--- src/rtl/sam_pkg.sv ---
package sam_pkg;

  // Strobes from the sequencing control to the compare datapath.
  typedef struct packed {
    logic evalByte;   // compare the present byte and capture R/W
    logic dropMatch;  // force the addressed flag low
  } ctrlStrobe_t;

endpackage

--- src/rtl/sam_ctrl.sv ---
module sam_ctrl
  import sam_pkg::*;
(
  input  logic        clk,
  input  logic        rstN,
  input  logic        rxValid,
  input  logic        startSeen,
  input  logic        reStartSeen,
  input  logic        stopSeen,
  output ctrlStrobe_t strobes,
  output logic        armed
);

  logic armedQ;
  logic anyStart;
  logic evalNow;

  assign anyStart = startSeen | reStartSeen;
  // A byte counts only when armed and no bus condition shares its cycle.
  assign evalNow  = armedQ & rxValid & ~anyStart & ~stopSeen;

  always_ff @(posedge clk or negedge rstN) begin
    if (!rstN) begin
      armedQ <= 1'b0;
    end else if (anyStart) begin
      armedQ <= 1'b1;
    end else if (stopSeen || evalNow) begin
      armedQ <= 1'b0;
    end
  end

  always_comb begin
    strobes           = '0;
    strobes.evalByte  = evalNow;
    strobes.dropMatch = stopSeen;
  end

  assign armed = armedQ;

endmodule

--- src/rtl/sam_datapath.sv ---
module sam_datapath
  import sam_pkg::*;
#(
  parameter int BYTE_W = 8
) (
  input  logic              clk,
  input  logic              rstN,
  input  logic [BYTE_W-1:0] rxByte,
  input  logic [BYTE_W-1:0] ownAddr,
  input  logic              tenBitMode,
  input  ctrlStrobe_t       strobes,
  output logic              addressed,
  output logic              rwBit
);

  localparam int DIR_POS = 0;

  logic [BYTE_W-1:0] careMask;
  logic [BYTE_W-1:0] bitDiff;
  logic              byteMatch;

  // Per-bit masked compare; the direction bit only counts in 10-bit mode.
  for (genvar i = 0; i < BYTE_W; i++) begin : g_cmp
    if (i == DIR_POS) begin : g_dir
      assign careMask[i] = tenBitMode;
    end else begin : g_addr
      assign careMask[i] = 1'b1;
    end
    assign bitDiff[i] = (rxByte[i] ^ ownAddr[i]) & careMask[i];
  end

  assign byteMatch = ~|bitDiff;

  always_ff @(posedge clk or negedge rstN) begin
    if (!rstN) begin
      addressed <= 1'b0;
      rwBit     <= 1'b0;
    end else begin
      if (strobes.dropMatch) begin
        addressed <= 1'b0;
      end else if (strobes.evalByte) begin
        addressed <= byteMatch;
      end
      if (strobes.evalByte) begin
        rwBit <= rxByte[DIR_POS];
      end
    end
  end

endmodule

--- src/rtl/slave_addr_matcher.sv ---
module slave_addr_matcher
  import sam_pkg::*;
#(
  parameter int BYTE_W = 8
) (
  input  logic              clk,
  input  logic              rstN,
  input  logic [BYTE_W-1:0] rxByte,
  input  logic              rxValid,
  input  logic              startSeen,
  input  logic              reStartSeen,
  input  logic              stopSeen,
  input  logic [BYTE_W-1:0] ownAddr,
  input  logic              tenBitMode,
  output logic              addressed,
  output logic              rwBit
);

  ctrlStrobe_t strobes;
  logic        armedNow;

  sam_ctrl u_ctrl (
    .clk         (clk),
    .rstN        (rstN),
    .rxValid     (rxValid),
    .startSeen   (startSeen),
    .reStartSeen (reStartSeen),
    .stopSeen    (stopSeen),
    .strobes     (strobes),
    .armed       (armedNow)
  );

  sam_datapath #(.BYTE_W(BYTE_W)) u_dp (
    .clk        (clk),
    .rstN       (rstN),
    .rxByte     (rxByte),
    .ownAddr    (ownAddr),
    .tenBitMode (tenBitMode),
    .strobes    (strobes),
    .addressed  (addressed),
    .rwBit      (rwBit)
  );

endmodule

--- config.mk ---
export PLATFORM = sky130hd
export DESIGN_NAME = slave_addr_matcher
export DESIGN_NICKNAME = d
export VERILOG_FILES = /design/src/rtl/sam_pkg.sv /design/src/rtl/sam_ctrl.sv /design/src/rtl/sam_datapath.sv /design/src/rtl/slave_addr_matcher.sv
export SDC_FILE = /design/constraint.sdc
export NUM_CORES = 1
export LEC_CHECK = 0
export CAP_MARGIN = 25
export CORE_AREA = 10 10 47 49
export DETAILED_ROUTE_END_ITERATION = 6
export DIE_AREA = 0 0 57 59
export DONT_BUFFER_PORTS = 1
export HOLD_SLACK_MARGIN = 0.02
export PLACE_DENSITY = 0.36
export SKIP_CTS_REPAIR_TIMING = 1
export SLEW_MARGIN = 40
export SYNTH_ARGS = -nofsm -noshare
export SYNTH_HDL_FRONTEND = slang
export SYNTH_SLANG_ARGS = --single-unit
--- constraint.sdc ---
create_clock -name clk -period 2.4 [get_ports clk]
set_clock_uncertainty 0.05 [all_clocks]
set_input_delay 0.24 -clock clk [delete_from_list [all_inputs] [get_ports clk]]
set_output_delay 0.24 -clock clk [all_outputs]
set_load 0.02 [all_outputs]
==> metrics.md <==
| Metric | Value |
|---|---|
| Status | `complete, no violations` |
| First-pass GRT wire length | `around 960 um` |
| Routed length per instance | `roughly 16 um` |
| DRT iter0 DRCs | `4` |
| Final #Nets | `52` |
| Reg clk slew, reported paths | `0.03 ns` |
| Worst slew margin | `82.88%` |
| Max_cap viols | `0` |
| Leak pwr | `around 0.11 nW` |
| Register area share after synthesis | `approximately 34%` |
| Worst-path fanout max | `3` |
| Netlist cell types | `13` |
| Clock buffer depth | `2` |
| Routability cong. | `approximately 0.7` |
| Number of setup violations in the final report | `0` |
| Top cell type's share of synthesized area | `about a third` |
| WL final | `approximately 680 um` |
| RSZ-0062 raised after global routing | `no` |
| Die ar. | `~0.0034 mm2` |
| Period utilisation layout | `44.21%` |
| Finished Cell Area | `280.3 um2` |
| IO Count | `25` |
| Critical path cell sequence | `nand2b_1 -> nor2_1 -> mux2_2` |
| Power Dens Cells | `between 600 and 700 mW/mm2` |
| Post-DRT Antenna Nets | `0` |
| Core Region | `0.001401 mm2` |
| Mapped Cells | `23` |
| Placed insts | `39` |
| # DRC | `0` |
| Sink Count | `3` |
| Remaining Overflow, GRT | `0` |
| Max-slew violation count | `0` |
| Most frequent cells in the layout | `xor2_1 (8), clkbuf_4 (3), dfrtp_1 (3)` |
| Top post-synthesis cells by area | `dfrtp_1 (34%), xor2_1 (31%), mux2_2 (5.0%)` |
| #FFs+latches synth | `3` |
| Share of cells above drive strength 1 | `between 10 and 15%` |
| Synth area leader | `dfrtp_1` |
| Largest delay share family, worst path | `flip-flops` |
| Final Hold Vio Count | `0` |
| IO buf count | `0` |
| CP Launch Type | `register` |
| Crit-path slowest cell | `dfrtp_1` |
| Hold Slack | `roughly 0.092 ns` |
| Syn nets | `46` |
| Aggregate global-route resource usage | `slightly below 4%` |
| Ys Warns | `0` |
| Vias in the first global route | `between 200 and 250` |
| Worst Hold Class | `in -> reg` |
| Fin crit period | `roughly 1.1 ns` |
| Starting density of the core | `about 16%` |
| DR vias/cell | `around 4.3` |
| Setup WS post-layout | `approximately 1.3 ns` |
| Mapped Avg Cell Area | `slightly below 10 um2` |
| Post-detail-place hpwl | `652.5 um` |
| Worst Setup End Kind | `register` |
| CTS Buf Count | `3` |
| Area delta synth->final | `25.14%` |
| Clock Latency Late Sink | `0.23 ns` |
| H-tree depth | `1` |
| Worst-margin pin slew | `between 0.2 and 0.3 ns` |
| Place WS | `1.129 ns` |
| CP peak stage delay | `approximately 0.34 ns` |
| Root buffer cell | `clkbuf_4` |
| F_max | `around 940 MHz` |
| Setup_tns | `0 ns` |
| Commonest non-fill, non-tap cell in the layout | `xor2_1` |
| DRT Pass-1 Iters | `2` |
| Die span in y | `a little under 60 um` |
| Post-DP Area | `around 240 um2` |
| Finished Layout Cells | `44` |
| Pin count of the biggest net entering global routing | `4` |
| Initial antenna violation count | `0` |
| TritonCTS clock tree | `done` |
| Antenna diode count | `0` |
| Critical Path RT | `~2.5 ns` |
| WS Path Type | `reg -> reg` |
| Vias after detailed routing | `~190` |
| Critical Path AT | `between 1 and 1.5 ns` |
| WP buf/inv | `0` |
| # rows | `14` |
| Synthesized area | `224.0 um2` |
| Die span in x | `roughly 57 um` |
| VDD IR max | `approximately 0.16 mV` |
| # fillers | `between 150 and 200` |
-- logic make-up after synthesis --
family / synth area share, %
xor+xnor: 31.29
simple gates: 15.09
compound gates: 13.41
flops: 33.52
mux: 5.028
buf+inv: 1.674
-- flip-flops by register name (all words and copies together) (netlist names) --
| name | cells |
|---|---|
| u_ctrl.armed | 1 |
| u_dp.addressed | 1 |
| u_dp.rwBit | 1 |
-- Yosys cell counts (all sizes together) --
master  number
o21ai        1
mux2         1
inv          1
nor2         2
a211oi       1
dfrtp        3
or3b         1
nor3         1
nor4         1
a31o         1
a311oi       1
nand2b       1
xor2         8
-- final timing paths --
path	from	end	slack, ns	cells after the start
min in group asynchronous	rstN	u_ctrl.armed	0.22	1
hold reg to reg	u_ctrl.armed	u_ctrl.armed	0.58	2
hold / removal	rxValid	u_ctrl.armed	0.09	1
setup / recovery	u_ctrl.armed	u_dp.rwBit	1.34	3
max in group asynchronous	rstN	u_dp.rwBit	1.93	1
setup reg to reg	u_ctrl.armed	u_dp.rwBit	1.34	3
-- power breakdown --
group | internal (mW) | total (mW) | switching [mW]
registers | 0.0559 | 0.0646 | 0.00866
logic | 0.0123 | 0.0204 | 0.00811
clock network | 0.0621 | 0.0851 | 0.0230
-- layer usage --
layer  track usage, %  wire length (um)
met1            2.962               237
met2            5.736               310
met3            4.721               134
met4            2.013                 0
met5                0                 0
-- per-stage QoR --
step | util, % | power [mW]
finish | 20.00 | 0.1701
global route | 20.00 | 0.1832
CTS | 19.29 | 0.1743
detailed placement | 17.41 | 0.08459
global placement | 17.41 | 0.08388
floorplan | - | 0.08040
-- worst register-to-register path, cell delays in order (launching register included) --
cell and delay (ns):
dfrtp_1 0.34, nand2b_1 0.09, nor2_1 0.13, mux2_2 0.34
-- area by class of cell --
class	count	area (um2)	area share [%]
Timing Repair Buffer	1	10.01	3.571
Inverter	1	3.754	1.339
Sequential cell	3	75.07	26.79
Multi-Input combinational cell	19	145.1	51.79
Tap cell	16	20.02	7.143
Clock buffer	4	26.28	9.375
No activity file was read; power rests on OpenSTA's default activity.
